`src/rtl/ptp_fine_clock.sv`:
```
module ptp_fine_clock #(
  parameter int INC_W = 8,
  parameter logic [31:0] DEF_ADDEND = 32'hC1F07C1F,
  parameter logic [INC_W-1:0] DEF_INC = INC_W'(43)
) (
  input  logic             clk,
  input  logic             rst_n,
  input  logic             addend_wr,
  input  logic [31:0]      addend_wdata,
  input  logic             addend_apply,
  input  logic             incr_wr,
  input  logic [INC_W-1:0] incr_wdata,
  input  logic             upd_sec_wr,
  input  logic             upd_sub_wr,
  input  logic [31:0]      upd_wdata,
  input  logic             init_go,
  input  logic             snap_req,
  output logic [31:0]      time_sec,
  output logic [30:0]      time_sub,
  output logic             snap_valid,
  output logic [31:0]      snap_sec,
  output logic [30:0]      snap_sub
);
  localparam int SUB_W = 31;

  logic [31:0]      add_pend, add_act, acc, upd_sec;
  logic [SUB_W-1:0] upd_sub;
  logic [INC_W-1:0] inc;

  wire [32:0]    acc_sum = {1'b0, acc} + {1'b0, add_act};
  wire           tick    = acc_sum[32];
  wire [SUB_W:0] sub_sum = {1'b0, time_sub} + {{(SUB_W+1-INC_W){1'b0}}, inc};
  wire           roll    = tick & sub_sum[SUB_W];

  always_ff @(posedge clk) begin
    if (!rst_n) begin
      add_pend <= DEF_ADDEND;
      add_act  <= DEF_ADDEND;
      inc      <= DEF_INC;
      upd_sec  <= '0;
      upd_sub  <= '0;
    end else begin
      if (addend_wr)    add_pend <= addend_wdata;
      if (addend_apply) add_act  <= add_pend;
      if (incr_wr)      inc      <= incr_wdata;
      if (upd_sec_wr)   upd_sec  <= upd_wdata;
      if (upd_sub_wr)   upd_sub  <= upd_wdata[SUB_W-1:0];
    end
  end

  always_ff @(posedge clk) begin
    if (!rst_n) begin
      acc      <= '0;
      time_sec <= '0;
      time_sub <= '0;
    end else if (init_go) begin
      acc      <= '0;
      time_sec <= upd_sec;
      time_sub <= upd_sub;
    end else begin
      acc <= acc_sum[31:0];
      if (tick) time_sub <= sub_sum[SUB_W-1:0];
      if (roll) time_sec <= time_sec + 32'd1;
    end
  end

  always_ff @(posedge clk) begin
    if (!rst_n) begin
      snap_valid <= 1'b0;
      snap_sec   <= '0;
      snap_sub   <= '0;
    end else begin
      snap_valid <= snap_req;
      if (snap_req) begin
        snap_sec <= time_sec;
        snap_sub <= time_sub;
      end
    end
  end
endmodule

```
`config.mk`:
```
export PLATFORM = sky130hd
export DESIGN_NAME = ptp_fine_clock
export DESIGN_NICKNAME = d
export VERILOG_FILES = /design/src/rtl/ptp_fine_clock.sv
export SDC_FILE = /design/constraint.sdc
export NUM_CORES = 1
export LEC_CHECK = 0
export BUFFER_PORTS_ARGS = -buffer_cell sky130_fd_sc_hd__buf_4
export CORE_ASPECT_RATIO = 1.2
export CORE_MARGIN = 1
export CORE_UTILIZATION = 25
export CTS_CLUSTER_SIZE = 28
export DETAILED_ROUTE_END_ITERATION = 10
export GPL_ROUTABILITY_DRIVEN = 0
export PLACE_DENSITY = 0.41
export REMOVE_ABC_BUFFERS = 1
export SLEW_MARGIN = 10
export SYNTH_ARGS = -nofsm -noshare
export SYNTH_HDL_FRONTEND = slang
export SYNTH_SLANG_ARGS = --single-unit
```
`constraint.sdc`:
```
create_clock -name clk -period 3.7 [get_ports clk]
set_input_delay 0.74 -clock clk [delete_from_list [all_inputs] [get_ports clk]]
set_output_delay 0.74 -clock clk [all_outputs]
set_load 0.05 [all_outputs]
```
## Word level (Yosys, flattened, before mapping)

Index checks and enable logic that the tools add are counted.
Widths: inputs -> output; s select.

| word-level totals | value |
|---|---|
| flip-flop bits (word level) | 294 |
| logic and storage cells | 23 |

| cells by class | value |
|---|---|
| reductions and logical operators | 3 |
| bitwise gates (word level) | 2 |
| muxes and demuxes | 4 |
| add/sub/neg operators | 3 |

Operators with widths:

| operator | count |
|---|---|
| $mux 32 | 2 |
| $mux 31 | 2 |
| $add 32x32->33 | 1 |
| $add 31x8->32 | 1 |
| $add 32x1->32 const B | 1 |
| $reduce_bool 2->1 | 2 |
| $reduce_or 2->1 | 1 |
| $and 1x1->1 | 1 |
| $not 1->1 | 1 |

## Logic depth before layout (Yosys ltp)

Gate-level depths: netlist (run 1).

| depth | value |
|---|---|
| depth after elaboration | 4 |
| mapped depth | 12 |

## Worst setup path after synthesis (run 1)

No wires, ideal clock.

| timing path | value |
|---|---|
| path kind | register -> register |
| start point | reg time_sub[0] |
| end point | reg time_sub[30] |
| path buffers | 1 |
| cell stages (with the launch flop) | 13 |
| library setup time | 0.119 ns |
| slack | 0.607 ns |
| period minus slack after synthesis | 3.093 ns |
| required time | 3.581 ns |
| arrival time | 2.974 ns |
| cells stage by stage | dfxtp_1 -> ha_1 -> inv_1 -> fa_1 -> nor2b_1 -> o21a_1 -> o21ai_0 -> a31oi_2 -> and4_1 -> buf_2 -> nand2_1 -> o31a_1 -> o221a_2 |

| between the ends | value |
|---|---|
| cells in the longest elaborated chain, start to end | 3 |

RTL lines:

| element | RTL line | source |
|---|---|---|
| from (decl) | 19 | `output logic [30:0] time_sub,` |
| from (signal assigned) | 59 | `time_sub <= upd_sub;` |
| from (signal assigned) | 62 | `if (tick) time_sub <= sub_sum[SUB_W-1:0];` |
| $add 31x8->32 | 32 | `wire [SUB_W:0] sub_sum = {1'b0, time_sub} + {{(SUB_W+1-INC_W){1'b0}}, inc};` |
| $mux 31 | 62 |  |
| $mux 31 | 56 | `end else if (init_go) begin` |

Every way passes these cells. The select of a mux whose other input is x is not followed.
A chain may end at the register's enable or synchronous reset.

## Worst setup path in the final report (run 1)

| timing path | value |
|---|---|
| start point | reg add_act[0] |
| end point | reg time_sec[10] |

| between the ends | value |
|---|---|
| cells in the longest elaborated chain, start to end | 3 |

RTL lines:

| element | RTL line | source |
|---|---|---|
| from (decl) | 26 | `logic [31:0] add_pend, add_act, acc, upd_sec;` |
| from (signal assigned) | 44 | `if (addend_apply) add_act <= add_pend;` |
| $add 32x32->33 | 30 | `wire [32:0] acc_sum = {1'b0, acc} + {1'b0, add_act};` |
| $and 1x1->1 | 33 | `wire roll = tick & sub_sum[SUB_W];` |
| $reduce_bool 2->1 (no line) | -- |  |
| to (signal assigned) | 58 | `time_sec <= upd_sec;` |
| to (signal assigned) | 63 | `if (roll) time_sec <= time_sec + 32'd1;` |
| to (decl) | 18 | `output logic [31:0] time_sec,` |

Every way passes these cells.

==> results of run 1 <==
==> sequential cells by signal, summed over array words and instances (netlist names) <==
| name | cells |
|---|---|
| add_act | 32 |
| snap_sec | 32 |
| time_sec | 32 |
| snap_sub | 31 |
| add_pend | 32 |
| snap_valid | 1 |
| inc | 8 |
| time_sub | 31 |
| upd_sec | 32 |
| upd_sub | 31 |
| acc | 32 |
==> placed cells by master (no fill, tap or decap), drive strengths merged, types with 21 or more instances in the layout <==
master,count
nor3,36
a21oi,98
a31oi,22
nand3,29
dfxtp,294
buf,245
and3,21
o21ai,46
nand2,126
mux2i,203
clkbuf,51
nor2,249
ha,41
==> cell type report <==
cell class	count	area (um2)	area share, %
Multi-Input combinational cell	1086	7070	41.6
Sequential cell	294	5890	34.7
Timing Repair Buffer	245	1900	11.2
Clock buffer	51	1060	6.24
Tap cell	705	882	5.20
Clock inverter	7	115	0.678
Inverter	16	65.1	0.383
==> cells by family (layout without fill, tap and decap cells) <==
group                    count (synthesis)  in the layout
buffers and inverters                  120            319
AO/OA/AOI/OAI                          294            294
XOR/XNOR                                26             26
flip-flops                             294            294
AND/OR/NAND/NOR                        520            520
multiplexers                           203            203
adder cells (fa/ha/maj)                 43             43
==> critical path, cell delays in order, from the launching register on <==
cell      delay [ns]
dfxtp_1         0.31
ha_1            0.22
fa_1            0.42
a21oi_1         0.25
o221ai_2        0.19
a31oi_2         0.31
a31o_1          0.27
a21o_1          0.26
a21o_2          0.47
buf_12          0.22
a21oi_1         0.05
o221a_2         0.28
==> path summary, 6_finish.rpt <==
kind | cells after the start | slack [ns] | end
min reg2reg | 2 | 0.47 | add_pend[31]$_SDFFE_PN1P_
max | 11 | 0.33 | time_sec[10]$_SDFFE_PN0P_
min | 3 | 0.40 | inc[0]$_SDFFE_PN1P_
max reg2reg | 11 | 0.33 | time_sec[10]$_SDFFE_PN0P_
==> report_power, final <==
part,switching (uW),internal (uW),total [uW]
sequential,134,3340,3480
clock,1440,2190,3630
combinational,863,534,1400
==> per-stage QoR <==
step                cells  instance area, um2  power (uW)
global placement     2346               15800        4950
CTS                  2404               17000        8670
global route         2404               17000        8920
floorplan            1396               13000        4400
finish               2404               17000        8500
detailed placement   2346               15800        4960
==> routing by layer <==
metal  vias to the layer above  track usage (%)
met2                       264             25.6
met5                         -                0
li1                       5675                -
met1                      5306             20.5
met4                         4             4.52
met3                        65             3.80
==> flow_metrics.tcl, run 1 <==
set metrics [dict create \
    hold_class "in -> reg" \
    yosys.area_share.simple_pct 16.9 \
    grt_pass1_wl_um 66800 \
    synth_most_common_cell "dfxtp_1" \
    rows 92 \
    synth_seq_area_share_pct 43.8 \
    top_layer_used "met5" \
    startpoint "add_act[0]$_SDFFE_PN1P_" \
    fill_cells 5522 \
    path_max_fanout 19 \
    layout-drive-gt1-share_pct 18.9 \
    wl_per_cell_um 18.0 \
    synth_area_leaders "dfxtp_1 44%, mux2i_1 15%, nor2_1 7.0%, ha_1 3.8%, a21oi_1 3.6%" \
    postLayoutCoreUtil_pct 32.1 \
    endpoint_kind "register" \
    path_clk_slew_ns 0.06 \
    antenna_cells 0 \
    critPathKind "reg -> reg" \
    numCtsBuffers 37 \
    status "finished, final reports clean" \
    ys_top_cells_by_count "294 x dfxtp_1, 249 x nor2_1, 203 x mux2i_1" \
    finalCriticalPeriod_ns 3.37 \
    arrival_ns 3.80 \
    drc 0 \
    ys_types 68 \
    synth_largest_area_cell "dfxtp_1" \
    die_x_um 214 \
    first_global_vias 11100 \
    synth_compound_area_share_pct 14.8 \
    async_flop_share_pct 0 \
    antenna_left 0 \
    die_area_um2 54700 \
    reg2reg_from "add_act[0]$_SDFFE_PN1P_" \
    clockBufferDepth 3 \
    grt_usage_pct 15.8 \
    ys_warn_count 0 \
    synth_xor_area_share_pct 1.69 \
    routed_wl_um 43300 \
    viasPerCell 4.71 \
    synth.avg_cell_area_um2 8.96 \
    drt-met1-wl_um 19800 \
    wl_met3_um 2490 \
    grt_max_degree 108 \
    floorplan.initialDensity_pct 25.4 \
    syn_inst 1500 \
    wl_met2_um 20000 \
    drt_iter0_drc 453 \
    hp-start "incr_wdata[0]" \
    nNetsFinal 1804 \
    setup_tns_ns 0 \
    coreArea_um2 52800 \
    rsz0062_at_grt "false" \
    grt_antenna_before_repair 2 \
    fmax_ghz 0.297 \
    setup_viol 0 \
    vdd_ir_drop_max_uv 390 \
    drt_pass1_iterations 5 \
    netlist_area_um2 13400 \
    power_density_nw_per_um2 501 \
    crit_required_ns 4.13 \
    synth_top_family_by_area "simple AND/OR/NAND/NOR gates" \
    ys.flop_type "dfxtp_1" \
    hpwl_um 30000 \
    slew_headroom_pct 49.7 \
    fin_ws_ns 0.330 \
    hold_viol 0 \
    pre_cts_ws_ns 0.293 \
    maxCapViolations 0 \
    cts_tree "built" \
    port_buffers 207 \
    io_pins 208 \
    cts_hold_buf 0 \
    slew_viol_final 0 \
    synth_edf_count 0 \
    hold_ws_ns 0.405 \
    synth-seq-cells 294 \
    globalRouteOverflowTotal 0 \
    synthMuxAreaShare_pct 15.1 \
    cts_root_buffer "clkbuf_16" \
    die_h_um 256 \
    start_kind "register" \
    tightest_slew_ns 0.745 \
    min_period_over_period_pct 91.1 \
    cts_setup_buffers 0 \
    area_growth_pct 26.3 \
    h-tree-depth 2 \
    p_leak_uw 0.00739 \
    synth_top_area_share_pct 43.8 \
    finClkSkew_ns 0.0159 \
    synthAdderAreaFrac_pct 4.11 \
    cts_resized 0 \
    dr_total_vias 11300 \
    clock_latency_ns 0.55 \
    clkSinkCount 294 \
]
Note: power is estimated with default switching activity, not from simulation.
==> run 2: changes to the inputs <==
--- a/config.mk
+++ b/config.mk
@@ -12,7 +12,7 @@
 export CTS_CLUSTER_SIZE = 28
 export DETAILED_ROUTE_END_ITERATION = 10
 export GPL_ROUTABILITY_DRIVEN = 0
-export PLACE_DENSITY = 0.41
+export PLACE_DENSITY_LB_ADDON = 0.15
 export REMOVE_ABC_BUFFERS = 1
 export SLEW_MARGIN = 10
 export SYNTH_ARGS = -nofsm -noshare
==> run 2 against run 1 <==
Compared with the run above:
- global-route usage is essentially flat
- worst setup slack gained 0.058 ns
- clock-buffer cell count grew 3
- sequential cell count is the same
- fmax grew 1.7%
- hold slack gained 0.0078 ns
- critical path depth grew 1
- final cell count grew 0.37%
- critical path type unchanged
==> flow_metrics.tcl, run 2 (synthesis gave the netlist of run 1 again) <==
set metrics [dict create \
    status "finished, final reports clean" \
    routed_wl_um 43100 \
    min_period_over_period_pct 89.5 \
    cts_resized 0 \
    cpMaxStageDelayCell "fa_1" \
    crit_required_ns 4.16 \
    cts_setup_buffers 0 \
    maxCapViolations 0 \
    die_h_um 256 \
    wl_per_cell_um 17.9 \
    stdcell_area_um2 17000 \
    clkSinkCount 294 \
    p_leak_uw 0.00742 \
    seq_area_um2 5890 \
    drc 0 \
    critPathKind "reg -> reg" \
    slew_headroom_pct 53.9 \
    antenna_cells 0 \
    grtUsageMet2_pct 26.1 \
    final_cell_mix "294 x dfxtp_1, 249 x nor2_1, 243 x buf_4, 203 x mux2i_1, 126 x nand2_1" \
    grt_usage_pct 15.8 \
    hold_viol 0 \
    rrSetupSlack_ns 0.39 \
    coreArea_um2 52800 \
    finalCriticalPeriod_ns 3.31 \
    cts_root_buffer "clkbuf_16" \
    die_x_um 214 \
    stdcell_count 2413 \
    path_clk_slew_ns 0.06 \
    path_max_fanout 35 \
    fill_cells 5550 \
    hpwl_um 30200 \
    hold_class "in -> reg" \
    cts_hold_buf 0 \
    finClkSkew_ns 0.0246 \
    dr_total_vias 11400 \
    antenna_left 0 \
    floorplan.initialDensity_pct 25.4 \
    start_kind "register" \
    dpl_cell_area_um2 15800 \
    path_cells "ha_1, fa_1, a21oi_1, o221ai_2, a31oi_2, a31o_1, a21o_1, a21o_2, buf_12, buf_4, a211oi_1, nor3_1" \
    tightest_slew_ns 0.682 \
    grt_max_degree 54 \
    fmax_ghz 0.302 \
    io_pins 208 \
    h-tree-depth 2 \
    layout-drive-gt1-share_pct 19.3 \
    globalRouteOverflowTotal 0 \
    slew_viol_final 0 \
    first_global_vias 11300 \
    grtUsageMet1_pct 20.2 \
    busiest_layer "met2" \
    rsz0062_at_grt "false" \
    grt_pass1_wl_um 67100 \
    setup_tns_ns 0 \
    die_area_um2 54700 \
    cpPeakStageDelay_ns 0.41 \
    vdd_ir_drop_max_uv 290 \
    numCtsBuffers 38 \
    arrival_ns 3.77 \
    grt_antenna_before_repair 1 \
    drt_iter0_drc 501 \
    endpoint_kind "register" \
    area_growth_pct 26.7 \
    placed_cells 2347 \
    power_density_nw_per_um2 504 \
    grtUsageMet3_pct 3.10 \
    nNetsFinal 1806 \
    setup_viol 0 \
    rows 92 \
    port_buffers 207 \
    clock_latency_ns 0.55 \
    cts_tree "built" \
    clockBufferDepth 3 \
    viasPerCell 4.74 \
    multiInputGateArea_um2 7070 \
    layout_commonest_cell "dfxtp_1" \
    drt_pass1_iterations 5 \
]
[run 2: worst max-delay path, delay by kind of cell, from the launching register on]
family | cells | cell delay, ns
compound gates | 7 | 1.71
buf+inv | 2 | 0.42
fa+ha+maj | 2 | 0.63
flops | 1 | 0.31
simple gates | 1 | 0.15
[run 2: final cells by class]
type / count / share of cell area [%]
clock buffers: 54 / 6.59
repair buffers: 246 / 11.1
clock inverters: 12 / 0.735
multi-input cells: 1086 / 41.5
flip-flops and latches: 294 / 34.6
inverters: 16 / 0.382
well taps: 705 / 5.18
[run 2: report_power, final]
group	total [uW]	switching (uW)	internal [uW]	leakage (uW)
clock network	3720	1480	2250	0.000609
registers	3480	137	3340	0.00241
logic	1380	858	526	0.00441
[run 2: worst paths after layout]
path | from | to | cells past startpoint
setup / recovery | add_act[0]$_SDFFE_PN1P_ | time_sub[7]$_SDFFE_PN0P_ | 12
hold / removal | addend_wdata[22] | add_pend[22]$_SDFFE_PN1P_ | 3
setup reg to reg | add_act[0]$_SDFFE_PN1P_ | time_sub[7]$_SDFFE_PN0P_ | 12
hold reg to reg | add_pend[23]$_SDFFE_PN1P_ | add_pend[23]$_SDFFE_PN1P_ | 2
[run 2: through the flow]
stage	total power, uW	hold slack, ns	worst slack [ns]	utilization, %
5_1_grt	9000	0.402	0.130	32.2
4_1_cts	8760	0.371	0.295	32.2
2_1_floorplan	4400	0.440	-1.07	-
3_5_place_dp	4950	0.464	0.310	29.9
6_report	8590	0.413	0.388	32.2
3_3_place_gp	4940	0.465	0.391	29.9
[run 2: layer usage]
layer / up-vias / share of wire (%)
li1: 5689 / -
met1: 5412 / 46
met5: - / 0.030
met2: 259 / 47
met3: 65 / 4.8
met4: 2 / 2.4
==> run 3: changes to the inputs <==
--- a/config.mk
+++ b/config.mk
@@ -8,7 +8,7 @@
 export BUFFER_PORTS_ARGS = -buffer_cell sky130_fd_sc_hd__buf_4
 export CORE_ASPECT_RATIO = 1.2
 export CORE_MARGIN = 1
-export CORE_UTILIZATION = 25
+export CORE_UTILIZATION = 45
 export CTS_CLUSTER_SIZE = 28
 export DETAILED_ROUTE_END_ITERATION = 10
 export GPL_ROUTABILITY_DRIVEN = 0
==> run 3 against run 2 <==
Compared with the run above:
- clock skew fell by 0.0054 ns
- global-route usage up 6.6 points
- sequential share of layout area is 1.6 points higher
- design area decreased by 4.5%
- critical endpoint is now time_sec[16]$_SDFFE_PN0P_
- largest cell class unchanged
==> flow_metrics.tcl, run 3 (synthesis gave the netlist of run 1 again) <==
set metrics [dict create \
    stdcell_area_um2 16300 \
    layout_commonest_cell "dfxtp_1" \
    status "finished, final reports clean" \
    numCtsBuffers 31 \
    finalCriticalPeriod_ns 3.30 \
    area_growth_pct 20.9 \
    dpl_cell_area_um2 15200 \
    hpwl_um 24300 \
    cts_tree "built" \
    finClkSkew_ns 0.0193 \
    antenna_left 0 \
    grt_usage_pct 22.4 \
    maxCapViolations 0 \
    hold_class "in -> reg" \
    nNetsFinal 1780 \
    rows 68 \
    arrival_ns 3.77 \
    reg2reg_from "add_act[0]$_SDFFE_PN1P_" \
    dr_total_vias 11300 \
    clockBufferDepth 3 \
    setup_viol 0 \
    clkSinkCount 294 \
    postLayoutCoreUtil_pct 55.9 \
    endpoint_kind "register" \
    grt_pass1_wl_um 56100 \
    globalRouteOverflowTotal 0 \
    routed_wl_um 35400 \
    clock_latency_ns 0.57 \
    r2r_cells 10 \
    drt_pass1_iterations 5 \
    critPathKind "reg -> reg" \
    viasPerCell 5.50 \
    rsz0062_at_grt "false" \
    fmax_ghz 0.303 \
    power_density_nw_per_um2 490 \
    drc 0 \
    wl_per_cell_um 17.2 \
    setup_tns_ns 0 \
    antenna_cells 0 \
    cts_root_buffer "clkbuf_16" \
    crit_required_ns 4.16 \
    die_h_um 191 \
    die_area_um2 30600 \
    slew_viol_final 0 \
    path_max_fanout 22 \
    floorplan.initialDensity_pct 46.2 \
    io_pins 208 \
    power.total_uw 7970 \
    vdd_ir_drop_max_uv 356 \
    grt_max_degree 112 \
    min_period_over_period_pct 89.2 \
    first_global_vias 10700 \
    path_clk_slew_ns 0.06 \
    slew_headroom_pct 45.2 \
    tightest_slew_ns 0.820 \
    p_leak_uw 0.00722 \
    final_cell_mix "294 x dfxtp_1, 249 x nor2_1, 225 x buf_4, 203 x mux2i_1, 126 x nand2_1" \
    h-tree-depth 1 \
    placed_cells 2008 \
    hold_end "add_pend[2]$_SDFFE_PN1P_" \
    layout-drive-gt1-share_pct 17.9 \
    stdcell_count 2062 \
    port_buffers 207 \
    hp-start "addend_wdata[2]" \
    cts_setup_buffers 0 \
    reg2reg_to "time_sec[16]$_SDFFE_PN0P_" \
    drt_iter0_drc 759 \
    start_kind "register" \
    coreArea_um2 29100 \
    grt_antenna_before_repair 0 \
    rrSetupSlack_ns 0.40 \
    hold_depth 3 \
    cts_resized 0 \
    hold_viol 0 \
    cts_hold_buf 0 \
    die_x_um 160 \
]
## run 3: worst max-delay path: stages (launching register included)
cell	delay [ns]
dfxtp_1	0.33
ha_1	0.18
fa_1	0.22
a21oi_1	0.10
o221ai_2	0.24
a31oi_2	0.19
a31o_1	0.29
a21o_1	0.23
a21oi_4	0.55
nand2_1	0.44
o221a_2	0.40
## run 3: cell type report
class	instances	area, um2
sequential	294	5890
clock inverter	11	140
timing repair buffer	227	1730
multi-input combinational	1086	7070
fill	2743	12800
tap	385	482
clock buffer	43	891
inverter	16	65.1
## run 3: metrics by stage
step	hold slack (ns)	setup WS, ns
2_1_floorplan	0.440	-1.07
3_3_place_gp	0.458	0.409
3_5_place_dp	0.464	0.352
4_1_cts	0.362	0.369
5_1_grt	0.387	0.133
6_report	0.389	0.398
## run 3: routing by layer
metal / GRT usage, % / up-vias / routed length [um]
met5: 0 / - / 0
met4: 7.25 / 0 / 940
met3: 2.78 / 58 / 1600
met2: 39.0 / 287 / 17300
met1: 28.6 / 5375 / 15500
li1: - / 5625 / -
## run 3: how the worst max path moves through the flow
stage               slack (ns)                   endpoint                    start
floorplan                -1.07         acc[26]$_SDFF_PP0_                    rst_n
global placement          0.41  time_sec[16]$_SDFFE_PN0P_  add_act[0]$_SDFFE_PN1P_
detailed placement        0.35  time_sec[16]$_SDFFE_PN0P_  add_act[0]$_SDFFE_PN1P_
CTS                       0.37  time_sec[16]$_SDFFE_PN0P_  add_act[0]$_SDFFE_PN1P_
global route              0.13  time_sec[22]$_SDFFE_PN0P_  add_act[0]$_SDFFE_PN1P_
finish                    0.40  time_sec[16]$_SDFFE_PN0P_  add_act[0]$_SDFFE_PN1P_
## run 3: power breakdown
| group | leakage, uW | switching (uW) | internal, uW |
|---|---|---|---|
| Clock | 0.000509 | 1280 | 1880 |
| Combinational | 0.00430 | 825 | 510 |
| Sequential | 0.00241 | 137 | 3340 |
| Total | 0.00722 | 2240 | 5730 |
